==> src/rtl/lkp_pkg.sv <==
package lkp_pkg;

   typedef enum logic [2:0] {
      ST_IDLE  = 3'd0,
      ST_HREAD = 3'd1,
      ST_HEVAL = 3'd2,
      ST_NREAD = 3'd3,
      ST_NEVAL = 3'd4
   } walk_state_e;

   typedef enum logic [1:0] {
      RES_MISS = 2'd0,
      RES_HIT  = 2'd1,
      RES_ERR  = 2'd2
   } walk_result_e;

endpackage

==> src/rtl/lkp_hash_fold.sv <==
module lkp_hash_fold #(
   parameter int KEY_W = 28,
   parameter int IDX_W = 10
) (
   input  logic [KEY_W-1:0] key,
   output logic [IDX_W-1:0] idx
);
   localparam int N_CHUNK = (KEY_W + IDX_W - 1) / IDX_W;
   localparam int PAD_W   = N_CHUNK * IDX_W;

   generate
      if (KEY_W <= IDX_W) begin : g_narrow
         assign idx = IDX_W'(key);
      end else begin : g_fold
         logic [PAD_W-1:0] padded;
         assign padded = PAD_W'(key);
         for (genvar c = 0; c < N_CHUNK; c++) begin : g_chunk
            logic [IDX_W-1:0] part;
            if (c == 0) begin : g_first
               assign part = padded[c*IDX_W +: IDX_W];
            end else begin : g_next
               assign part = g_chunk[c-1].part ^ padded[c*IDX_W +: IDX_W];
            end
         end
         assign idx = g_chunk[N_CHUNK-1].part;
      end
   endgenerate
endmodule

==> src/rtl/lkp_word_decode.sv <==
module lkp_word_decode #(
   parameter int KEY_W  = 28,
   parameter int CPTR_W = 16,
   parameter int ADDR_W = 11,
   parameter int WORD_W = 56
) (
   input  logic [WORD_W-1:0] word,
   input  logic [KEY_W-1:0]  search_key,
   output logic              head_ok,
   output logic [ADDR_W-1:0] head_addr,
   output logic              node_hit,
   output logic [CPTR_W-1:0] node_cptr,
   output logic [ADDR_W-1:0] node_next
);
   localparam int NEXT_LSB = 0;
   localparam int CPTR_LSB = NEXT_LSB + ADDR_W;
   localparam int KEY_LSB  = CPTR_LSB + CPTR_W;
   localparam int VLD_BIT  = WORD_W - 1;

   logic              vld;
   logic [KEY_W-1:0]  stored_key;

   assign vld        = word[VLD_BIT];
   assign stored_key = word[KEY_LSB +: KEY_W];

   // hash-table interpretation
   assign head_addr = word[NEXT_LSB +: ADDR_W];
   assign head_ok   = vld && (head_addr != '0);

   // node interpretation
   assign node_cptr = word[CPTR_LSB +: CPTR_W];
   assign node_next = word[NEXT_LSB +: ADDR_W];
   assign node_hit  = vld && (stored_key == search_key);
endmodule

==> src/rtl/lkp_walk_ctrl.sv <==
module lkp_walk_ctrl
   import lkp_pkg::*;
#(
   parameter int KEY_W     = 28,
   parameter int IDX_W     = 10,
   parameter int CPTR_W    = 16,
   parameter int ADDR_W    = 11,
   parameter int MAX_STEPS = 32,
   parameter int HASH_BASE = 0
) (
   input  logic              clk,
   input  logic              rst_n,
   input  logic              start,
   input  logic [KEY_W-1:0]  key_in,
   input  logic [IDX_W-1:0]  idx,
   input  logic              head_ok,
   input  logic [ADDR_W-1:0] head_addr,
   input  logic              node_hit,
   input  logic [CPTR_W-1:0] node_cptr,
   input  logic [ADDR_W-1:0] node_next,
   output logic [KEY_W-1:0]  key_q,
   output logic              busy,
   output logic              done,
   output logic              hit,
   output logic              err,
   output logic [CPTR_W-1:0] conn_ptr,
   output logic              mem_rd,
   output logic [ADDR_W-1:0] mem_addr
);
   localparam int STEP_W = (MAX_STEPS > 1) ? $clog2(MAX_STEPS) : 1;
   localparam logic [STEP_W-1:0] LAST_STEP = STEP_W'(MAX_STEPS - 1);
   localparam logic [ADDR_W-1:0] BASE_A    = ADDR_W'(HASH_BASE);

   walk_state_e      state_q;
   walk_result_e     res_q;
   logic [STEP_W-1:0] steps_q;
   logic [ADDR_W-1:0] addr_q;
   logic [CPTR_W-1:0] ptr_q;
   logic              done_q;
   logic [ADDR_W-1:0] idx_addr;

   assign idx_addr = BASE_A + {{(ADDR_W-IDX_W){1'b0}}, idx};

   always_ff @(posedge clk or negedge rst_n) begin
      if (!rst_n) begin
         state_q <= ST_IDLE;
         res_q   <= RES_MISS;
         steps_q <= '0;
         addr_q  <= '0;
         ptr_q   <= '0;
         key_q   <= '0;
         done_q  <= 1'b0;
      end else begin
         done_q <= 1'b0;
         case (state_q)
            ST_IDLE: begin
               if (start) begin
                  key_q   <= key_in;
                  addr_q  <= idx_addr;
                  steps_q <= '0;
                  state_q <= ST_HREAD;
               end
            end
            ST_HREAD: state_q <= ST_HEVAL;
            ST_HEVAL: begin
               if (head_ok) begin
                  addr_q  <= head_addr;
                  state_q <= ST_NREAD;
               end else begin
                  res_q   <= RES_MISS;
                  ptr_q   <= '0;
                  done_q  <= 1'b1;
                  state_q <= ST_IDLE;
               end
            end
            ST_NREAD: state_q <= ST_NEVAL;
            ST_NEVAL: begin
               if (node_hit) begin
                  res_q   <= RES_HIT;
                  ptr_q   <= node_cptr;
                  done_q  <= 1'b1;
                  state_q <= ST_IDLE;
               end else if (node_next == '0) begin
                  res_q   <= RES_MISS;
                  ptr_q   <= '0;
                  done_q  <= 1'b1;
                  state_q <= ST_IDLE;
               end else if (steps_q == LAST_STEP) begin
                  res_q   <= RES_ERR;
                  ptr_q   <= '0;
                  done_q  <= 1'b1;
                  state_q <= ST_IDLE;
               end else begin
                  steps_q <= steps_q + 1'b1;
                  addr_q  <= node_next;
                  state_q <= ST_NREAD;
               end
            end
            default: state_q <= ST_IDLE;
         endcase
      end
   end

   assign busy     = (state_q != ST_IDLE);
   assign mem_rd   = (state_q == ST_HREAD) || (state_q == ST_NREAD);
   assign mem_addr = addr_q;
   assign done     = done_q;
   assign hit      = done_q && (res_q == RES_HIT);
   assign err      = done_q && (res_q == RES_ERR);
   assign conn_ptr = done_q ? ptr_q : '0;
endmodule

==> src/rtl/vphash_lookup.sv <==
module vphash_lookup #(
   parameter int VPI_W     = 12,
   parameter int VCI_W     = 16,
   parameter int IDX_W     = 10,
   parameter int ADDR_W    = 11,
   parameter int CPTR_W    = 16,
   parameter int WORD_W    = 56,
   parameter int MAX_STEPS = 32,
   parameter int HASH_BASE = 0
) (
   input  logic              clk,
   input  logic              rst_n,
   input  logic              start,
   input  logic [VPI_W-1:0]  vpi,
   input  logic [VCI_W-1:0]  vci,
   output logic              busy,
   output logic              done,
   output logic              hit,
   output logic              err,
   output logic [CPTR_W-1:0] conn_ptr,
   output logic              mem_rd,
   output logic [ADDR_W-1:0] mem_addr,
   input  logic [WORD_W-1:0] mem_rdata
);
   localparam int KEY_W = VPI_W + VCI_W;

   generate
      if (WORD_W != 1 + KEY_W + CPTR_W + ADDR_W) begin : g_bad_word
         $error("WORD_W must equal 1 + VPI_W + VCI_W + CPTR_W + ADDR_W");
      end
      if (IDX_W >= ADDR_W) begin : g_bad_idx
         $error("IDX_W must be narrower than ADDR_W");
      end
      if (HASH_BASE < 0 || HASH_BASE + (1 << IDX_W) > (1 << ADDR_W)) begin : g_bad_base
         $error("hash table does not fit in the address space");
      end
      if (MAX_STEPS < 1) begin : g_bad_steps
         $error("MAX_STEPS must be at least 1");
      end
   endgenerate

   logic [KEY_W-1:0]  key_in;
   logic [KEY_W-1:0]  key_q;
   logic [IDX_W-1:0]  idx;
   logic              head_ok;
   logic [ADDR_W-1:0] head_addr;
   logic              node_hit;
   logic [CPTR_W-1:0] node_cptr;
   logic [ADDR_W-1:0] node_next;

   assign key_in = {vpi, vci};

   lkp_hash_fold #(.KEY_W(KEY_W), .IDX_W(IDX_W)) u_hash (
      .key (key_in),
      .idx (idx)
   );

   lkp_word_decode #(
      .KEY_W(KEY_W), .CPTR_W(CPTR_W), .ADDR_W(ADDR_W), .WORD_W(WORD_W)
   ) u_dec (
      .word       (mem_rdata),
      .search_key (key_q),
      .head_ok    (head_ok),
      .head_addr  (head_addr),
      .node_hit   (node_hit),
      .node_cptr  (node_cptr),
      .node_next  (node_next)
   );

   lkp_walk_ctrl #(
      .KEY_W(KEY_W), .IDX_W(IDX_W), .CPTR_W(CPTR_W), .ADDR_W(ADDR_W),
      .MAX_STEPS(MAX_STEPS), .HASH_BASE(HASH_BASE)
   ) u_walk (
      .clk       (clk),
      .rst_n     (rst_n),
      .start     (start),
      .key_in    (key_in),
      .idx       (idx),
      .head_ok   (head_ok),
      .head_addr (head_addr),
      .node_hit  (node_hit),
      .node_cptr (node_cptr),
      .node_next (node_next),
      .key_q     (key_q),
      .busy      (busy),
      .done      (done),
      .hit       (hit),
      .err       (err),
      .conn_ptr  (conn_ptr),
      .mem_rd    (mem_rd),
      .mem_addr  (mem_addr)
   );
endmodule

==> config.mk <==
export PLATFORM = sky130hd
export DESIGN_NAME = vphash_lookup
export DESIGN_NICKNAME = d
export VERILOG_FILES = /design/src/rtl/lkp_pkg.sv /design/src/rtl/lkp_hash_fold.sv /design/src/rtl/lkp_word_decode.sv /design/src/rtl/lkp_walk_ctrl.sv /design/src/rtl/vphash_lookup.sv
export SDC_FILE = /design/constraint.sdc
export NUM_CORES = 1
export LEC_CHECK = 0
export BUFFER_PORTS_ARGS = -buffer_cell sky130_fd_sc_hd__clkbuf_2
export CAP_MARGIN = 25
export CORE_MARGIN = 5
export CORE_UTILIZATION = 45
export CTS_CLUSTER_DIAMETER = 120
export CTS_CLUSTER_SIZE = 40
export DETAILED_ROUTE_END_ITERATION = 16
export PLACE_DENSITY = 0.73
export SETUP_SLACK_MARGIN = 0.3
export SYNTH_ARGS = -nofsm -noshare
export SYNTH_HDL_FRONTEND = slang
export SYNTH_SLANG_ARGS = --single-unit
export TNS_END_PERCENT = 5
==> constraint.sdc <==
create_clock -name clk -period 2.55 [get_ports clk]
set_input_delay 0.1275 -clock clk [delete_from_list [all_inputs] [get_ports clk]]
set_output_delay 0.1275 -clock clk [all_outputs]
set_load 0.03 [all_outputs]
==> results of run 1 <==
cells by family after synthesis:
kind of cell | synth area share (%)
AO/OA/AOI/OAI | 7.33
AND/OR/NAND/NOR | 23.9
multiplexers | 4.93
adder cells (fa/ha/maj) | 0.715
XOR/XNOR | 11.0
flip-flops | 47.2
buffers and inverters | 4.90
power by group through the flow:
stage               clock network [µW]  registers [µW]  logic [µW]
finish                             964            1850        1910
global route                      1020            1900        2100
CTS                                982            1840        1900
detailed placement                   0            1850        1870
global placement                     0            1820        1810
floorplan                            0            1920        1300
through the flow:
stage	utilization, %	cell area, µm²
2_1_floorplan	-	3500
3_3_place_gp	54.8	4190
3_5_place_dp	54.8	4190
4_1_cts	60.0	4590
5_1_grt	60.3	4610
6_report	60.3	4610
layer usage:
layer	vias up	wire length, µm	track usage, %
met5	-	0	0
met2	125	4230	29.3
met3	13	723	5.43
met1	1428	4020	24.6
li1	1517	-	-
met4	0	145	5.36
state kept, by name (all words and copies together), names as in the netlist:
signal,flops
u_walk.state_q,3
u_walk.res_q,2
u_walk.ptr_q,16
u_walk.steps_q,5
u_walk.key_q,28
u_walk.mem_addr,11
u_walk.done,1
placed cells by master, fill, tap and decap left out, types with 3 or more instances in the layout:
master,netlist,layout
o21ai_0,33,33
nor3_1,8,8
xnor2_1,34,34
a21oi_1,4,4
mux2i_1,3,3
and3_1,3,3
clkbuf_8,0,9
inv_1,24,24
xor2_1,10,10
nand4_1,4,4
clkbuf_2,1,117
and2_1,19,19
buf_4,0,4
nand3_1,8,8
nand2_1,113,113
mux2_4,8,8
dlygate4sd3_1,0,18
nor2_1,5,5
dfrtp_1,66,66
layout make-up:
cell class	instances	area (µm²)	share of cell area (%)
multi-input cells	280	1710	37.0
clock inverters	7	93.8	2.03
inverters	24	90.1	1.95
clock buffers	9	124	2.69
repair buffers	141	821	17.8
flip-flops and latches	66	1650	35.8
well taps	102	128	2.77
worst max-delay path, delay by kind of cell (launching register included):
family | cells | cell delay, ns
fa+ha+maj | 2 | 0.48
mux | 1 | 0.35
compound gates | 1 | 0.30
flops | 1 | 0.44
simple gates | 2 | 0.49
repair_timing:
item                       4_1_cts  5_1_grt
gates resized for setup          0        4
setup endpoints to repair        1        2
hold buffers                    18        0
pin swaps                        1        1
gates cloned                     0        1
hold endpoints to repair        46        0
path summary, 6_finish.rpt:
| check | from | to | slack (ns) | cells after the start |
|---|---|---|---|---|
| max reg2reg | u_walk.steps_q[0]$_DFFE_PN0P_ | u_walk.mem_addr[5]$_DFFE_PN0P_ | 0.38 | 6 |
| min reg2reg | u_walk.key_q[16]$_DFFE_PN0P_ | u_walk.key_q[16]$_DFFE_PN0P_ | 0.50 | 2 |
| min in group asynchronous | rst_n | u_walk.ptr_q[9]$_DFFE_PN0P_ | 0.36 | 2 |
| max in group asynchronous | rst_n | u_walk.steps_q[4]$_DFFE_PN0P_ | 1.55 | 3 |
| max | u_walk.steps_q[0]$_DFFE_PN0P_ | u_walk.mem_addr[5]$_DFFE_PN0P_ | 0.38 | 6 |
| min | mem_rdata[26] | u_walk.ptr_q[15]$_DFFE_PN0P_ | -0.0008 | 3 |
==> parameters.txt, run 1 <==
Parameter                              Value

CTS
  Clock tree from TritonCTS    yes
  Number of post-CTS setup repair buffers    0
  Clk pin slew, worst setup/hold paths    0.08 ns
  H-tree depth    3
  Bufs on Longest Clock Path    2
  TritonCTS Buffers    9
  Clock sink total    66
  Skew-Pair Late Insertion Delay    0.34 ns
  Library cell used as clock root buffer    clkbuf_8

Worst setup path
  Chain of cells forming the critical path    ha_1 -> and3_1 -> ha_2 -> o31ai_4 -> and3_4 -> mux2_2
  Data required time of the worst path    2.78 ns
  Worst path max stage delay    0.44 ns
  Critical path class    flip-flop to flip-flop
  CP max stage cell    dfrtp_1
  Arrival time reported for the critical path endpoint    2.40 ns
  Setup crit start kind    flip-flop
  Kind of end point of the critical path    flip-flop
  Maximum fanout count along the critical path    7

Outcome
  Run status    finished with violations
  Violations in the final reports    negative hold slack

Final layout
  Diodes inserted    0
  Post-layout instance count excluding filler cells    629
  Relative area change from synthesis to final layout    31.8%
  Final-layout fill cell count    670
  Nets    611
  Fraction of final layout cells sized beyond drive strength 1    30.6%

Power
  Pwr per Cell Area    1020 nW/µm²
  Reg power frac    39.1%
  Share of power burned in the clock network    20.4%
  Total design power    4720 µW
  Internal power    2900 µW
  Cell leakage power    0.00233 µW
  Proportion of total power due to net switching    38.5%
  Combinational cell fraction of total power    40.4%
  Worst voltage drop across the vdd grid    0.000404 V
  Total net switching power    1820 µW

Drt
  Detailed-route via count    3083
  Remaining routing DRC violations    0
  Number of detailed-route iterations in the first pass    4
  Final routed wirelength across all metal layers    9120 µm
  Via count normalized by instance count    4.90
  Initial detailed-routing violation count    105
  Average detailed-routed wire length per instance    14.5 µm
  Remaining antenna violation count after routing    0

Synth
  FFs w/ async S/R, synth    100%
  Yosys cell types    41
  Mapped Avg Cell Area    9.09 µm²
  Proportion of synthesized chip area in sequential cells    47.2%
  Cell Area, Synth    3500 µm²
  Post-synth top flop    dfrtp_1
  Commonest cells in the netlist    nand2_1, dfrtp_1, xnor2_1
  Synthesis-stage register bit count    66
  Yosys warns    0
  Syn Nets    474
  Dominant cell type by area after synthesis    dfrtp_1
  Most frequent cell after synthesis    nand2_1
  Largest cells by area after synthesis    dfrtp_1, nand2_1, xnor2_1
  Number of flops mapped to enable cells by yosys    0
  Area share of the leading cell type in the synthesized netlist    47.2%
  Post-synthesis cell count    385

Timing
  Maximum clock frequency    462 MHz
  Final critical-path required period    2.17 ns
  Max-slew violations    0
  Slew at the pin closest to its max-slew limit    0.687 ns
  Max-slew headroom    54.2%
  Worst hold slack across all endpoints    -0.000792 ns
  Final worst path period share    84.9%
  Setup WS post-layout    0.384 ns
  RSZ-0062 raised after global routing    no
  Max Clock Skew    0.00741 ns
  Final setup violation count    0
  Endpoints failing hold    1
  Setup_tns    0 ns

Global route
  Largest net degree at the start of global routing    38
  Global routing usage summed across all routing layers    18.4%
  Vias in the first global route    3070
  Global-route wire length before repair    14500 µm
  Aggregate global routing overflow    0
  Initial antenna violation count    0

Die
  Core area    7650 µm²
  Initial cell density of the core    45.8%
  Row count    32
  Chip width    98.2 µm
  Die outline area    9640 µm²
  Vert. Die Dim    98.2 µm
  I/O pin count    119

Placed design
  Post-placement setup slack    0.351 ns
  Final GP Congestion    0.894
  Cell count after placement    594
  DPL Wire Length    6780 µm
  Count of buffers from port buffering    118

Run
  Max Cap Viol    0

Min path
  Worst hold path class    input pin to flip-flop
No activity file was read; power rests on OpenSTA's default activity.
==> run 2: changes to the inputs <==
--- a/config.mk
+++ b/config.mk
@@ -5,6 +5,7 @@
 export SDC_FILE = /design/constraint.sdc
 export NUM_CORES = 1
 export LEC_CHECK = 0
+export ABC_AREA = 1
 export BUFFER_PORTS_ARGS = -buffer_cell sky130_fd_sc_hd__clkbuf_2
 export CAP_MARGIN = 25
 export CORE_MARGIN = 5
@@ -12,7 +13,7 @@
 export CTS_CLUSTER_DIAMETER = 120
 export CTS_CLUSTER_SIZE = 40
 export DETAILED_ROUTE_END_ITERATION = 16
-export PLACE_DENSITY = 0.73
+export PLACE_DENSITY = 0.72
 export SETUP_SLACK_MARGIN = 0.3
 export SYNTH_ARGS = -nofsm -noshare
 export SYNTH_HDL_FRONTEND = slang
==> constraint.sdc (replaced) <==
create_clock -name clk -period 2.2 [get_ports clk]
set_input_delay 0.11 -clock clk [delete_from_list [all_inputs] [get_ports clk]]
set_output_delay 0.11 -clock clk [all_outputs]
set_load 0.03 [all_outputs]
==> parameters.txt, run 2 <==
Parameter                              Value

Synth
  Post-synthesis cell count    528
  Post-synth top flop    dfrtp_1
  Yosys cell types    33
  Number of flops mapped to enable cells by yosys    0
  Commonest cells in the netlist    nand2_1, inv_1, dfrtp_1
  Yosys warns    0
  Proportion of synthesized chip area in sequential cells    43.2%
  Cell Area, Synth    3820 µm²
  Largest cells by area after synthesis    dfrtp_1, nand2_1, inv_1
  Synthesis-stage register bit count    66
  Mapped Avg Cell Area    7.24 µm²
  FFs w/ async S/R, synth    100%
  Dominant cell type by area after synthesis    dfrtp_1
  Area share of the leading cell type in the synthesized netlist    43.2%
  Syn Nets    617
  Most frequent cell after synthesis    nand2_1

CTS
  TritonCTS Buffers    9
  H-tree depth    3
  Library cell used as clock root buffer    clkbuf_8
  Clock tree from TritonCTS    yes
  Bufs on Longest Clock Path    2
  Clk pin slew, worst setup/hold paths    0.09 ns
  Skew-Pair Late Insertion Delay    0.35 ns
  Number of post-CTS setup repair buffers    0
  Clock sink total    66

Run
  Max Cap Viol    0

Timing
  Final worst path period share    81.7%
  Endpoints failing hold    0
  Setup_tns    0 ns
  Max-slew headroom    58.1%
  Slew at the pin closest to its max-slew limit    0.629 ns
  Final setup violation count    0
  Final critical-path required period    1.80 ns
  RSZ-0062 raised after global routing    yes
  Maximum clock frequency    556 MHz
  Max-slew violations    0
  Worst hold slack across all endpoints    0.0236 ns
  Setup WS post-layout    0.402 ns
  Max Clock Skew    0.0130 ns

Die
  Initial cell density of the core    46.3%
  Chip width    102 µm
  Die outline area    10400 µm²
  Core area    8260 µm²
  Row count    33
  I/O pin count    119
  Vert. Die Dim    102 µm

Final layout
  Diodes inserted    0
  Post-layout instance count excluding filler cells    774
  Number of flip-flops in the largest register    28
  Most flops, register    u_walk.key_q
  Final-layout fill cell count    792
  Leading cell type in the layout, fill and taps excluded    nand2_1
  Top library cells by usage in the layout, fill and taps aside    nand2_1, clkbuf_2, inv_1
  Fraction of final layout cells sized beyond drive strength 1    29.4%
  Nets    753
  Relative area change from synthesis to final layout    28.9%

Global route
  GR Util met3    4.30%
  Met2 GRT Util    33.4%
  Largest net degree at the start of global routing    52
  M1 GR Usage    24.4%
  Initial antenna violation count    0
  Aggregate global routing overflow    0
  Vias in the first global route    3558
  Most congested layer reported by global routing    met2
  Global routing usage summed across all routing layers    19.7%
  Global-route wire length before repair    16000 µm

Worst setup path
  Data required time of the worst path    2.48 ns
  Terminus of the critical flop-to-flop path    u_walk.mem_addr[9]$_DFFE_PN0P_
  Start point of the critical path    u_walk.steps_q[0]$_DFFE_PN0P_
  Cells on worst reg2reg path    10
  Setup crit start kind    flip-flop
  Crit path to    u_walk.mem_addr[9]$_DFFE_PN0P_
  Kind of end point of the critical path    flip-flop
  Maximum fanout count along the critical path    5
  Critical path class    flip-flop to flip-flop
  Beginning of the worst register-to-register path    u_walk.steps_q[0]$_DFFE_PN0P_
  Arrival time reported for the critical path endpoint    2.08 ns
  Reg-to-reg setup timing slack    0.40 ns

Placed design
  Post-placement setup slack    0.347 ns
  DPL Wire Length    7660 µm
  Count of buffers from port buffering    118
  Cell count after placement    740
  Final GP Congestion    0.908

Min path
  Worst hold path class    input pin to flip-flop

Drt
  Number of detailed-route iterations in the first pass    4
  Initial detailed-routing violation count    107
  Via count normalized by instance count    4.63
  Remaining antenna violation count after routing    0
  Average detailed-routed wire length per instance    12.9 µm
  Detailed-route via count    3587
  Remaining routing DRC violations    0
  Final routed wirelength across all metal layers    9960 µm

Power
  Worst voltage drop across the vdd grid    0.000510 V
  Pwr per Cell Area    1050 nW/µm²
  Total design power    5180 µW
  Cell leakage power    0.00296 µW

Outcome
  Run status    finished clean
==> run 2: cell types whose count changed after synthesis, moves of 22 or more <==
cell / before / now
o21ai_0: 33 / 11
nand2_2: 0 / 23
a21oi_1: 4 / 26
nand2_1: 113 / 179
nor2_1: 5 / 45
inv_1: 24 / 74
xnor2_1: 34 / 12
==> run 2: how the worst min path moves through the flow <==
| stage | startpoint | to | cells after the start |
|---|---|---|---|
| 3_3_place_gp | rst_n | u_walk.ptr_q[11]$_DFFE_PN0P_ | 1 |
| 2_1_floorplan | rst_n | u_walk.done$_DFF_PN0_ | 0 |
| 3_5_place_dp | rst_n | u_walk.ptr_q[11]$_DFFE_PN0P_ | 1 |
| 6_report | vci[15] | u_walk.key_q[15]$_DFFE_PN0P_ | 3 |
| 4_1_cts | vci[15] | u_walk.key_q[15]$_DFFE_PN0P_ | 3 |
| 5_1_grt | vpi[8] | u_walk.key_q[24]$_DFFE_PN0P_ | 2 |
==> run 2: worst max-delay path: stages (launching register included) <==
cell	delay, ns
dfrtp_1	0.42
ha_2	0.20
nand2_1	0.07
nor2_1	0.05
ha_2	0.20
o22ai_2	0.11
o211ai_1	0.12
nor2_2	0.24
buf_4	0.18
nand3_1	0.07
nand2_1	0.08
==> run 2: logic make-up after synthesis <==
family                     count (synthesis)  share of synthesized area, %
AOI/OAI and AO/OA                         42                          5.66
xor gates and xnor gates                  22                          5.04
adders and majority gates                  2                         0.654
buffers and inverters                    103                          11.2
DFF                                       66                          43.2
muxes                                      5                          1.47
and+or+nand+nor                          288                          32.8
==> run 2: where the power goes <==
group	leakage (µW)	total (µW)	switching, µW	internal (µW)
Clock	0.000115	1170	524	650
Combinational	0.00203	2170	1370	799
Sequential	0.000814	1840	235	1600
Total	0.00296	5180	2130	3050
==> run 2: layout make-up <==
cell class	count	area, µm²	area share [%]
Multi-Input combinational cell	359	1770	35.8
Sequential cell	66	1650	33.5
Inverter	89	339	6.88
Clock inverter	7	100	2.03
Timing Repair Buffer	139	820	16.6
Tap cell	105	131	2.66
Clock buffer	9	124	2.51
==> run 2: timing repair <==
item,CTS,global route
hold buffers,17,0
hold endpoints to repair,39,0
gates resized for setup,0,9
setup endpoints to repair,0,23
==> run 2: stage by stage <==
stage               cell area (µm²)  util, %
floorplan                      3820        -
global placement               4500     54.5
detailed placement             4500     54.5
CTS                            4900     59.3
global route                   4930     59.7
finish                         4930     59.7
==> run 2: routing by layer <==
| layer | share of wire [%] | wire length, µm |
|---|---|---|
| met5 | 0 | 0 |
| met2 | 48 | 4750 |
| met4 | 2.2 | 216 |
| met1 | 43 | 4260 |
| met3 | 7.3 | 722 |
==> run 3: changes to the inputs <==
--- a/config.mk
+++ b/config.mk
@@ -5,7 +5,7 @@
 export SDC_FILE = /design/constraint.sdc
 export NUM_CORES = 1
 export LEC_CHECK = 0
-export ABC_AREA = 1
+export ABC_AREA = 0
 export BUFFER_PORTS_ARGS = -buffer_cell sky130_fd_sc_hd__clkbuf_2
 export CAP_MARGIN = 25
 export CORE_MARGIN = 5
@@ -13,7 +13,7 @@
 export CTS_CLUSTER_DIAMETER = 120
 export CTS_CLUSTER_SIZE = 40
 export DETAILED_ROUTE_END_ITERATION = 16
-export PLACE_DENSITY = 0.72
+export PLACE_DENSITY = 0.76
 export SETUP_SLACK_MARGIN = 0.3
 export SYNTH_ARGS = -nofsm -noshare
 export SYNTH_HDL_FRONTEND = slang
==> constraint.sdc (replaced) <==
create_clock -name clk -period 1.6 [get_ports clk]
set_input_delay 0.08 -clock clk [delete_from_list [all_inputs] [get_ports clk]]
set_output_delay 0.08 -clock clk [all_outputs]
set_load 0.03 [all_outputs]
==> parameters.txt, run 3 (synthesized netlist as in run 1, its figures left out) <==
Parameter                              Value

Outcome
  Run status    finished with violations
  Violations in the final reports    negative setup slack

Power
  Worst voltage drop across the vdd grid    0.000846 V
  Total design power    8580 µW
  Cell leakage power    0.00274 µW
  Pwr per Cell Area    1570 nW/µm²

Placed design
  Post-placement setup slack    -0.368 ns
  Cell area reported after detailed placement    4510 µm²
  Count of buffers from port buffering    118
  Final GP Congestion    0.861
  DPL Wire Length    7200 µm
  Cell count after placement    628

CTS
  Clock sink total    66
  TritonCTS Buffers    9
  Clk pin slew, worst setup/hold paths    0.07 ns
  Bufs on Longest Clock Path    2
  Library cell used as clock root buffer    clkbuf_8
  Clock tree from TritonCTS    yes
  H-tree depth    3
  Skew-Pair Late Insertion Delay    0.34 ns

Timing
  Max-slew violations    0
  RSZ-0062 raised after global routing    yes
  Endpoints failing hold    0
  Maximum clock frequency    505 MHz
  Setup WS post-layout    -0.382 ns
  Final worst path period share    124%
  Max Clock Skew    0.00936 ns
  Setup_tns    -10.67 ns
  Final setup violation count    37
  Final critical-path required period    1.98 ns
  Max-slew headroom    71.3%
  Slew at the pin closest to its max-slew limit    0.431 ns

Drt
  Detailed-route via count    3404
  Initial detailed-routing violation count    133
  Via count normalized by instance count    4.93
  Number of detailed-route iterations in the first pass    4
  Final routed wirelength across all metal layers    10500 µm
  Remaining antenna violation count after routing    0
  Remaining routing DRC violations    0
  Average detailed-routed wire length per instance    15.3 µm

Final layout
  Fraction of final layout cells sized beyond drive strength 1    40.8%
  Post-layout instance count excluding filler cells    690
  Top library cells by usage in the layout, fill and taps aside    clkbuf_2, nand2_1, dfrtp_1
  Leading cell type in the layout, fill and taps excluded    clkbuf_2
  Number of flip-flops in the largest register    28
  Most flops, register    u_walk.key_q
  Diodes inserted    0
  Relative area change from synthesis to final layout    55.7%
  Total non-filler cell area in the finished layout    5450 µm²
  Final-layout fill cell count    534
  Nets    672

Worst setup path
  Critical path class    flip-flop to flip-flop
  Chain of cells forming the critical path    xnor2_2 -> nand3_1 -> nor4_4 -> nand4_2 -> and3_4 -> mux2_4
  Beginning of the worst register-to-register path    u_walk.key_q[12]$_DFFE_PN0P_
  Cells on worst reg2reg path    6
  Data required time of the worst path    1.82 ns
  Arrival time reported for the critical path endpoint    2.20 ns
  Worst path bufs/invs    0
  Terminus of the critical flop-to-flop path    u_walk.mem_addr[8]$_DFFE_PN0P_
  Kind of cell adding the most delay to the critical path    simple AND/OR/NAND/NOR gates
  Kind of end point of the critical path    flip-flop
  CP max stage cell    dfrtp_1
  Worst path max stage delay    0.41 ns
  Reg-to-reg setup timing slack    -0.38 ns
  Maximum fanout count along the critical path    6
  Setup crit start kind    flip-flop

Global route
  Aggregate global routing overflow    0
  Global routing usage summed across all routing layers    22.3%
  Vias in the first global route    3636
  Initial antenna violation count    0
  Global-route wire length before repair    17300 µm
  Largest net degree at the start of global routing    33

Die
  Core area    7650 µm²
  Die outline area    9640 µm²
  Row count    32
  I/O pin count    119
  Initial cell density of the core    45.8%
  Vert. Die Dim    98.2 µm
  Chip width    98.2 µm

Min path
  Depth of the worst hold-timing path    3
  Worst hold path startpoint    vci[15]
  Worst Hold Path EP    u_walk.key_q[15]$_DFFE_PN0P_
  Worst hold path class    input pin to flip-flop

Run
  Max Cap Viol    0
[run 3: changes by cell type in the layout (fill, tap and decap cells not counted), sizes merged, moves of 22 or more]
cell,delta
xnor2,+22
buf,+37
nor2,-46
inv,-68
dlygate4sd3,+26
nand2,-92
[run 3: power by group]
group | total [µW] | internal (µW) | leakage, µW | switching (µW)
Combinational | 3830 | 1820 | 0.00180 | 2010
Sequential | 2900 | 2420 | 0.000813 | 477
Clock | 1850 | 1230 | 0.000134 | 619
Total | 8580 | 5470 | 0.00274 | 3110
[run 3: through the flow]
| stage | util (%) | hold slack (ns) |
|---|---|---|
| floorplan | - | -0.216 |
| global placement | 59.0 | 0.0276 |
| detailed placement | 59.0 | 0.0327 |
| CTS | 70.9 | 0.000934 |
| global route | 71.3 | 0.00149 |
| finish | 71.3 | 0.00552 |
[run 3: repair_timing]
item,CTS,global route
pin swaps,66,9
gates resized for setup,60,5
endpoints found under the hold margin,95,0
setup buffers,2,0
hold buffers,43,0
cloned,1,0
endpoints found under the setup margin,79,86
[run 3: worst max-delay path by stage]
| stage | startpoint | end | slack, ns | depth (start not counted) |
|---|---|---|---|---|
| 3_3_place_gp | u_walk.steps_q[1]$_DFFE_PN0P_ | u_walk.mem_addr[6]$_DFFE_PN0P_ | -0.29 | 6 |
| 4_1_cts | u_walk.key_q[18]$_DFFE_PN0P_ | u_walk.mem_addr[8]$_DFFE_PN0P_ | -0.37 | 6 |
| 3_5_place_dp | u_walk.steps_q[1]$_DFFE_PN0P_ | u_walk.mem_addr[6]$_DFFE_PN0P_ | -0.37 | 6 |
| 2_1_floorplan | u_walk.steps_q[0]$_DFFE_PN0P_ | u_walk.mem_addr[0]$_DFFE_PN0P_ | -0.28 | 7 |
| 6_report | u_walk.key_q[12]$_DFFE_PN0P_ | u_walk.mem_addr[8]$_DFFE_PN0P_ | -0.38 | 6 |
| 5_1_grt | u_walk.key_q[12]$_DFFE_PN0P_ | u_walk.mem_addr[4]$_DFFE_PN0P_ | -0.48 | 6 |
[run 3: layout make-up]
class	count	area, µm²	area share, %
Clock inverter	5	125	2.30
Sequential cell	66	1650	30.3
Clock buffer	11	141	2.59
Inverter	24	90.1	1.65
Multi-Input combinational cell	280	1870	34.3
Timing Repair Buffer	202	1440	26.5
Tap cell	102	128	2.34
[run 3: layer usage]
metal / track usage [%] / wire length, µm / share of wire (%) / vias to the layer above
met2: 38.4 / 5220 / 50 / 134
met5: 0 / 0 / 0 / -
met1: 27.2 / 4310 / 41 / 1605
met4: 8.19 / 206 / 2.0 / 0
li1: - / - / - / 1648
met3: 5.57 / 779 / 7.4 / 17
[run 3: worst register-to-register path, stage by stage (launching register included)]
cell,delay [ns]
dfrtp_1,0.41
xnor2_2,0.17
nand3_1,0.15
nor4_4,0.38
nand4_2,0.21
and3_4,0.25
mux2_4,0.30
